**config.mk**
```make
export PLATFORM = sky130hd
export DESIGN_NAME = chan_irq_ctrl
export DESIGN_NICKNAME = d
export VERILOG_FILES = /design/src/rtl/irq_pkg.sv /design/src/rtl/irq_sticky_flag.sv /design/src/rtl/irq_level_cmp.sv /design/src/rtl/irq_gate.sv /design/src/rtl/chan_irq_ctrl.sv
export SDC_FILE = /design/constraint.sdc
export NUM_CORES = 1
export LEC_CHECK = 0
export ABC_AREA = 1
export BUFFER_PORTS_ARGS = -buffer_cell sky130_fd_sc_hd__buf_2
export CAP_MARGIN = 20
export CORE_AREA = 2 2 61 63
export DETAILED_ROUTE_END_ITERATION = 8
export DIE_AREA = 0 0 63 65
export GPL_TIMING_DRIVEN = 0
export HOLD_SLACK_MARGIN = 0.1
export PLACE_DENSITY = 0.72
export SLEW_MARGIN = 15
export SYNTH_ARGS = -nofsm -noshare
export SYNTH_HDL_FRONTEND = slang
export SYNTH_HIERARCHICAL = 1
export SYNTH_SLANG_ARGS = --single-unit
```
**constraint.sdc**
```tcl
create_clock -name clk -period 3.7 [get_ports clk]
set_clock_uncertainty 0.15 [all_clocks]
set_input_delay 0.74 -clock clk [delete_from_list [all_inputs] [get_ports clk]]
set_output_delay 0.74 -clock clk [all_outputs]
set_load 0.02 [all_outputs]
```
**src/rtl/irq_pkg.sv**
```systemverilog
package irq_pkg;
  localparam int unsigned CTRL_W = 5;
  localparam int unsigned C_MASTER = 0;
  localparam int unsigned C_FORCE  = 1;
  localparam int unsigned C_PKT_IE = 2;
  localparam int unsigned C_AF_IE  = 3;
  localparam int unsigned C_DMA_IE = 4;

  localparam int unsigned NFLAG = 4;
  localparam int unsigned F_PKT  = 0;
  localparam int unsigned F_AF   = 1;
  localparam int unsigned F_DONE = 2;
  localparam int unsigned F_ERR  = 3;
  localparam int unsigned S_LIVE = 4;
  localparam int unsigned S_ACT  = 5;

  localparam logic [1:0] A_CTRL  = 2'd0;
  localparam logic [1:0] A_STAT  = 2'd1;
  localparam logic [1:0] A_LEVEL = 2'd2;
endpackage

```
**src/rtl/irq_sticky_flag.sv**
```systemverilog
module irq_sticky_flag (
  input  logic clk,
  input  logic rst_n,
  input  logic set_i,
  input  logic clr_i,
  output logic flag_o
);
  always_ff @(posedge clk) begin
    if (!rst_n)      flag_o <= 1'b0;
    else if (set_i)  flag_o <= 1'b1;
    else if (clr_i)  flag_o <= 1'b0;
  end

  // an event in the clearing cycle keeps the flag
  a_r4_set_wins: assert property (@(posedge clk) disable iff (!rst_n)
    set_i |=> flag_o);
  // a set flag holds until cleared
  a_r2_flag_holds: assert property (@(posedge clk) disable iff (!rst_n)
    (flag_o && !clr_i) |=> flag_o);
  // a clear with no event drops the flag
  a_r3_clear_drops: assert property (@(posedge clk) disable iff (!rst_n)
    (clr_i && !set_i) |=> !flag_o);
endmodule

```
**src/rtl/irq_level_cmp.sv**
```systemverilog
module irq_level_cmp #(
  parameter int unsigned CNT_W = 12
) (
  input  logic             clk,
  input  logic             rst_n,
  input  logic             ld_i,
  input  logic [CNT_W-1:0] level_i,
  input  logic [CNT_W-1:0] count_i,
  output logic [CNT_W-1:0] level_o,
  output logic             hit_o
);
  always_ff @(posedge clk) begin
    if (!rst_n)    level_o <= '0;
    else if (ld_i) level_o <= level_i;
  end

  assign hit_o = (count_i >= level_o);

  // level only changes on a write
  a_r11_level_hold: assert property (@(posedge clk) disable iff (!rst_n)
    !ld_i |=> $stable(level_o));
endmodule

```
**src/rtl/irq_gate.sv**
```systemverilog
module irq_gate
  import irq_pkg::*;
(
  input  logic              clk,
  input  logic              rst_n,
  input  logic [CTRL_W-1:0] ctrl_i,
  input  logic [NFLAG-1:0]  flag_i,
  output logic              active_o,
  output logic              irq_o
);
  logic host_term;
  logic dma_term;

  assign active_o  = (flag_i[F_PKT] & ctrl_i[C_PKT_IE]) |
                     (flag_i[F_AF]  & ctrl_i[C_AF_IE]);
  assign host_term = ctrl_i[C_MASTER] & (active_o | ctrl_i[C_FORCE]);
  assign dma_term  = ctrl_i[C_DMA_IE] & (flag_i[F_DONE] | flag_i[F_ERR]);

  always_ff @(posedge clk) begin
    if (!rst_n) irq_o <= 1'b0;
    else        irq_o <= host_term | dma_term;
  end

  // DMA sources bypass the master enable
  a_r7_dma_bypass: assert property (@(posedge clk) disable iff (!rst_n)
    (ctrl_i[C_DMA_IE] && (flag_i[F_DONE] || flag_i[F_ERR])) |=> irq_o);
  // without master and DMA enable, no interrupt
  a_r6_masked: assert property (@(posedge clk) disable iff (!rst_n)
    (!ctrl_i[C_MASTER] && !ctrl_i[C_DMA_IE]) |=> !irq_o);
  // force with master raises the line
  a_r8_force: assert property (@(posedge clk) disable iff (!rst_n)
    (ctrl_i[C_MASTER] && ctrl_i[C_FORCE]) |=> irq_o);
endmodule

```
**src/rtl/chan_irq_ctrl.sv**
```systemverilog
module chan_irq_ctrl
  import irq_pkg::*;
#(
  parameter int unsigned DATA_W = 16,
  parameter int unsigned ADDR_W = 2,
  parameter int unsigned CNT_W  = 12
) (
  input  logic              clk,
  input  logic              rst_n,
  input  logic              wr_en,
  input  logic [ADDR_W-1:0] wr_addr,
  input  logic [DATA_W-1:0] wr_data,
  input  logic [ADDR_W-1:0] rd_addr,
  output logic [DATA_W-1:0] rd_data,
  input  logic              ev_pkt,
  input  logic              ev_dma_done,
  input  logic              ev_dma_err,
  input  logic [CNT_W-1:0]  fifo_count,
  output logic              irq
);
  localparam int unsigned STAT_W = NFLAG + 2;

  logic [CTRL_W-1:0] ctrl_q;
  logic [NFLAG-1:0]  flag_set, flag_clr, flags;
  logic [CNT_W-1:0]  level;
  logic              af_live, active;
  logic              wr_ctrl, wr_stat, wr_level;

  assign wr_ctrl  = wr_en && (wr_addr == ADDR_W'(A_CTRL));
  assign wr_stat  = wr_en && (wr_addr == ADDR_W'(A_STAT));
  assign wr_level = wr_en && (wr_addr == ADDR_W'(A_LEVEL));

  always_ff @(posedge clk) begin
    if (!rst_n)       ctrl_q <= '0;
    else if (wr_ctrl) ctrl_q <= wr_data[CTRL_W-1:0];
  end

  irq_level_cmp #(.CNT_W(CNT_W)) u_lvl (
    .clk(clk), .rst_n(rst_n), .ld_i(wr_level),
    .level_i(wr_data[CNT_W-1:0]), .count_i(fifo_count),
    .level_o(level), .hit_o(af_live)
  );

  always_comb begin
    flag_set         = '0;
    flag_set[F_PKT]  = ev_pkt;
    flag_set[F_AF]   = af_live;
    flag_set[F_DONE] = ev_dma_done;
    flag_set[F_ERR]  = ev_dma_err;
  end

  generate
    for (genvar i = 0; i < NFLAG; i++) begin : g_flag
      assign flag_clr[i] = wr_stat && wr_data[i];
      irq_sticky_flag u_flag (
        .clk(clk), .rst_n(rst_n), .set_i(flag_set[i]),
        .clr_i(flag_clr[i]), .flag_o(flags[i])
      );
    end
  endgenerate

  irq_gate u_gate (
    .clk(clk), .rst_n(rst_n), .ctrl_i(ctrl_q), .flag_i(flags),
    .active_o(active), .irq_o(irq)
  );

  always_comb begin
    rd_data = '0;
    case (rd_addr)
      ADDR_W'(A_CTRL):  rd_data[CTRL_W-1:0] = ctrl_q;
      ADDR_W'(A_STAT):  rd_data[STAT_W-1:0] = {active, af_live, flags};
      ADDR_W'(A_LEVEL): rd_data[CNT_W-1:0]  = level;
      default:          rd_data = '0;
    endcase
  end

  // sticky copy follows the live condition
  a_r5_af_sticky: assert property (@(posedge clk) disable iff (!rst_n)
    af_live |=> flags[F_AF]);
  // packet event reaches the status port
  a_r2_pkt_seen: assert property (@(posedge clk) disable iff (!rst_n)
    ev_pkt |=> flags[F_PKT]);
  // control changes only on a write
  a_r11_ctrl_hold: assert property (@(posedge clk) disable iff (!rst_n)
    !wr_ctrl |=> $stable(ctrl_q));
endmodule

```
==> metrics.yaml, run 1 <==
core_mm2: 0.00350
power.internal_w: 0.000414
cts_tree: "yes"
path_class: "primary input to primary output"
drive_above_1_share_pct: 23.7
utilization_pct: 52.6
clkSinkCount: 22
numCtsBuffers: 3
port_buffers: 46
ff_latch_area_um2: 440
row_count: 22
io_pins: 55
grt_first_pass_wirelength_um: 5620
yosys-mux-area-fraction_pct: 0
cts_resized: 0
path_cells: "buf_2 -> ha_1 -> nand2_1 -> nor2_2 -> nand2_1 -> nor2_2 -> nand2_1 -> nand2_1 -> nand2_1 -> nand3_1 -> nand2_1 -> inv_1 -> buf_2"
drv_slew: 0
hp-class: "flop to flop"
num_antenna_cells: 0
die_height_um: 65
num-fill-cells: 372
post_cts_buffers: 0
status: "complete, no violations"
vias: 1479
rr_worst_depth: 10
max_stage_delay_ns: 0.28
ys.warnings.count: 6
synth_seq_cells: 22
cp_data_required_time_ns: 2.81
overflow: 0
grt_start_max_net_pins: 14
netlist_area_mm2: 0.00149
yosys.area_share.xor_xnor_pct: 0
cp_slowest_cell: "ha_1"
die-area_mm2: 0.00410
rsz0062_at_grt: "no"
antenna_found_initial: 0
p_per_area_mw_per_mm2: 311
ctsHoldBuffers: 0
switchingPower_w: 0.000158
clock-root-buffer: "clkbuf_4"
setup_tns_ns: 0
route.met2.wl_um: 1540
min_period_ns: 2.85
p_leak_nw: 1.07
synth_cell_types: 18
place_congestion: 0.830
final_common_cell: "nand2_1"
dp_slack_ns: 0.830
vias_per_cell: 4.47
synth_compound_area_share_pct: 14.3
dr.pass1.iters: 4
clk_pin_slew_worst_paths_ns: 0.13
multi_input_area_um2: 797
grt_util_all_layers_pct: 17.0
syn2layout_area_growth_pct: 23.8
r2r_start: "u_lvl/level_o[11]"
setup_viol: 0
vdd_drop_max_mv: 0.139
nets: 338
ys_seq_area_share_pct: 29.7
crit_path_end_kind: "primary output"
crit_end: "rd_data[4]"
worstSetupStartpointType: "primary input"
startpoint: "fifo_count[11]"
cp.depth: 13
p_comb_share_pct: 22.6
r2r-end: "g_flag[1].u_flag/flag_o"
maxUsedRoutingLayer: "met4"
grt_pass1_vias: 1362
dpl.hpwl_um: 2670
syn_avg_cell_area_um2: 6.46
cts.path.max_buffers: 2
met1_length_um: 1550
hold_viol_final: 0
critPathTopFamily: "simple AND/OR/NAND/NOR gates"
synthAdderAreaFrac_pct: 13.5
drv_cap: 0
crit_top_cell: "nand2_1"
seqPwrFrac_pct: 45.4
fin_crit_sh_pct: 77.1
yosys.area_share.simple_pct: 24.9
cts_htree_levels: 1
drc: 0
clockPowerShare_pct: 32.0
start_util_pct: 42.5
synth_top_family_by_area: "simple AND/OR/NAND/NOR gates"
drt_iter0_markers: 34
crit_fanout: 2
max_freq_mhz: 351
clock_latency_ns: 0.30
synth_cells: 230
dr_wl_met3_um: 138
drtAntennaViolNets: 0
wl_per_cell_um: 9.86
worst_slack_ns: 0.849
routed_wirelength_um: 3260
switching_share_pct: 27.6
reg2reg_slack_ns: 2.16
die_x_um: 63
cp.arrival_ns: 1.96
most-common-layout-cells: "nand2_1 (62), inv_1 (52), buf_2 (49), dfxtp_1 (22), a21oi_1 (21)"
path_buf_inv: 3
## state kept, by name (all words and copies together), names as in the netlist
name	flops
ctrl_q	5
g_flag.u_flag/flag_o	4
u_lvl/level_o	12
u_gate/irq_o	1
## power by group through the flow
| stage | Combinational, W | Clock [W] | Sequential (W) |
|---|---|---|---|
| after floorplan | 0.0000871 | 0 | 0.000262 |
| after detailed placement | 0.000130 | 0 | 0.000264 |
| after CTS | 0.000130 | 0.000188 | 0.000259 |
| after global placement | 0.000126 | 0 | 0.000264 |
| final | 0.000129 | 0.000183 | 0.000259 |
| after global routing | 0.000149 | 0.000195 | 0.000261 |
## synth_stat cells, drive strengths merged
library cell | instances | share of area, %
nand2 | 62 | 16
inv | 53 | 13
a21oi | 25 | 9.4
dfxtp | 22 | 30
ha | 16 | 13
nor2 | 15 | 4.6
o21ai | 13 | 4.4
nand3 | 12 | 4.0
buf | 9 | 4.0
a21boi | 1 | 0.51
conb | 1 | 0.25
nand3b | 1 | 0.51
## area by class of cell
| type | instances | share of cell area [%] |
|---|---|---|
| clock buffer | 3 | 1.22 |
| inverter | 53 | 10.8 |
| buffer | 9 | 3.27 |
| sequential | 22 | 23.9 |
| timing repair buffer | 46 | 12.5 |
| multi-input combinational | 149 | 43.3 |
| tap | 48 | 3.27 |
| clock inverter | 1 | 1.63 |
## through the flow
step	instances	power, W	hold WS [ns]	instance area [µm²]
after floorplan	233	0.000349	0.297	1500
after global placement	327	0.000390	0.318	1790
after detailed placement	327	0.000394	0.323	1790
after CTS	331	0.000577	0.342	1840
after global routing	331	0.000606	0.377	1840
final	331	0.000572	0.341	1840
## cells by family (layout without fill, tap and decap cells)
group,after synthesis,after routing
fa+ha+maj,16,16
buf+inv,62,112
simple gates,90,90
flops,22,22
other cells,1,4
compound gates,39,39
## routing by layer
metal	global-route usage, %	vias up
met3	2.60	2
met4	4.17	0
met5	0	-
met1	20.8	645
li1	-	798
met2	30.9	34
## worst min-delay path, cell delays in order (launching register included)
cell,delay (ns)
dfxtp_1,0.33
inv_1,0.07
a21oi_1,0.06
## worst min-delay path by stage
stage,to,slack [ns],cells past startpoint,startpoint
floorplan,u_gate/irq_o,0.30,2,ctrl_q[0]
global placement,u_lvl/level_o[5],0.32,2,u_lvl/level_o[5]
detailed placement,u_lvl/level_o[4],0.32,2,u_lvl/level_o[4]
CTS,u_lvl/level_o[4],0.34,2,u_lvl/level_o[4]
global route,u_lvl/level_o[4],0.38,2,u_lvl/level_o[4]
finish,u_lvl/level_o[5],0.34,2,u_lvl/level_o[5]
No activity file was read; power rests on OpenSTA's default activity.
==> run 2, diff against run 1 <==
Clock period 3.7 ns to 2.72 ns, I/O delays scaled along.
==> run 2 against run 1 <==
Compared with the run above:
- sequential share of layout area fell by 0.20 points
- sequential power rose by 36%
- total power rose by 38%
- first-iteration DRC count did not move
- count of clock-buffer cells in the layout did not move
- routed wire length rose by 1.3%
- clock power rose by 37%
- combinational power rose by 42%
- final area rose by 2.0%
- final cell count did not move
- global-route usage did not move
- largest cell class unchanged
- largest power group unchanged
==> metrics.yaml, run 2 (synthesized netlist as in run 1, its figures left out) <==
status: "complete, no violations"
worst_slack_ns: 0.218  # -0.630 ns
top_regs: "u_lvl/level_o x12, ctrl_q x5, g_flag.u_flag/flag_o x4"
vias: 1491  # +0.81%
grt_first_pass_wirelength_um: 5620  # unchanged
cp_slowest_cell: "dfxtp_2"
die-area_mm2: 0.00410  # unchanged
crit_path_end_kind: "primary output"
max_stage_delay_ns: 0.35  # +0.07 ns
reg2reg_slack_ns: 1.22  # -0.94 ns
drv_cap: 0  # unchanged
crit_fanout: 2  # unchanged
core_mm2: 0.00350  # unchanged
path_buf_inv: 4  # +1
hold_viol_final: 0  # unchanged
num_antenna_cells: 0  # unchanged
switching_share_pct: 27.8  # +0.21 points
drive_above_1_share_pct: 26.1  # +2.5 points
fin_crit_sh_pct: 92.0
min_period_ns: 2.50
routed_wirelength_um: 3310  # +1.3%
critPathTopFamily: "simple AND/OR/NAND/NOR gates"
antenna_found_initial: 0  # unchanged
clockPowerShare_pct: 31.8  # -0.2 points
cts_htree_levels: 1  # unchanged
die_height_um: 65  # unchanged
io_pins: 55  # unchanged
final_common_cell: "nand2_1"
syn2layout_area_growth_pct: 26.3
grt_util_all_layers_pct: 17.0  # unchanged
power.internal_w: 0.000567  # +37%
clkSinkCount: 22  # unchanged
fin_hold_ws_ns: 0.316  # -0.0249 ns
seqPwrFrac_pct: 44.9  # -0.5 points
cts_resized: 0  # unchanged
largest_register: "u_lvl/level_o"
numCtsBuffers: 3  # unchanged
cts_tree: "yes"
dpl.hpwl_um: 2670  # unchanged
vias_per_cell: 4.50  # +0.81%
hp-class: "primary input to flop"
switchingPower_w: 0.000219  # +39%
vdd_drop_max_mv: 0.190  # +36%
largest_reg_flops: 12  # unchanged
most-common-layout-cells: "nand2_1 (62), inv_1 (52), buf_2 (48), a21oi_1 (20), dfxtp_1 (18)"
place_congestion: 0.830  # unchanged
crit_top_cell: "nand2_1"
post_cts_buffers: 0  # unchanged
dr.pass1.iters: 4  # unchanged
rsz0062_at_grt: "no"
p_per_area_mw_per_mm2: 419  # +35%
start_util_pct: 42.5  # unchanged
path_class: "flop to primary output"
final_cell_area_mm2: 0.00188  # +2.0%
p_leak_nw: 1.07  # +0.36%
cp_data_required_time_ns: 2.03  # -0.78 ns
drtAntennaViolNets: 0  # unchanged
clock-root-buffer: "clkbuf_4"
path_cells: "inv_1 -> ha_1 -> nand2_1 -> inv_1 -> nand2_1 -> nand2_1 -> a21oi_1 -> nand2_1 -> nand2_1 -> nand3_1 -> nand2_1 -> inv_1 -> buf_4"
wl_per_cell_um: 9.99  # +1.3%
overflow: 0  # unchanged
place_area_mm2: 0.00179  # unchanged
row_count: 22  # unchanged
die_x_um: 63  # unchanged
grt_pass1_vias: 1362  # unchanged
clk_pin_slew_worst_paths_ns: 0.13  # about the same
cp.arrival_ns: 1.81  # -0.15 ns
drt_iter0_markers: 34  # unchanged
drc: 0  # unchanged
cts.path.max_buffers: 2  # unchanged
drv_slew: 0  # unchanged
grt_start_max_net_pins: 14  # unchanged
dp_slack_ns: 0.242  # -0.588 ns
ctsHoldBuffers: 0  # unchanged
p_comb_share_pct: 23.2  # +0.6 points
worstSetupStartpointType: "flop"
clock_latency_ns: 0.31  # about the same
nets: 338  # unchanged
setup_viol: 0  # unchanged
finalPower_w: 0.000786  # +38%
setup_tns_ns: 0  # unchanged
port_buffers: 46  # unchanged
max_freq_mhz: 400
run 2: cell types whose count changed in the layout (fill, tap and decap cells not counted):
| cell | delta |
|---|---|
| dfxtp_1 | -4 |
| a21oi_2 | +1 |
| buf_2 | -1 |
| ha_1 | -2 |
| a21oi_1 | -1 |
| ha_4 | +2 |
| buf_4 | +1 |
| dfxtp_2 | +4 |
run 2: final timing paths:
check / start / depth (start not counted) / end
worst max register to register: u_lvl/level_o[9] / 10 / g_flag[1].u_flag/flag_o
worst min register to register: u_lvl/level_o[10] / 2 / u_lvl/level_o[10]
worst min-delay path: wr_data[0] / 3 / u_lvl/level_o[0]
worst max-delay path: u_lvl/level_o[7] / 13 / rd_data[4]
run 2: area by class of cell:
class                   count  area [µm²]
fillers                   362        1620
multi-input cells         149         826
flip-flops and latches     22         445
repair buffers             46         233
inverters                  53         199
plain buffers               9        60.1
well taps                  48        60.1
clock inverters             1        30.0
clock buffers               3        22.5
run 2: metrics by stage:
step | cells | utilization [%]
CTS | 331 | 52.6
floorplan | 233 | -
global placement | 327 | 51.1
finish | 331 | 53.7
global route | 331 | 53.7
detailed placement | 327 | 51.1
run 2: routing by layer:
layer	share of wire, %	GRT usage, %
met5	0	0
met4	0.88	4.17
met3	4.3	2.60
met2	47	30.9
met1	48	20.8
run 2: worst min-delay path, delay by kind of cell:
family        cells  cell delay [ns]
simple gates      2             0.12
buf+inv           1             0.09
run 2: power by group through the flow:
stage | registers, W | logic [W] | clock network [W]
global route | 0.000356 | 0.000210 | 0.000266
CTS | 0.000353 | 0.000177 | 0.000255
global placement | 0.000359 | 0.000172 | 0
floorplan | 0.000357 | 0.000118 | 0
detailed placement | 0.000360 | 0.000176 | 0
finish | 0.000353 | 0.000183 | 0.000250
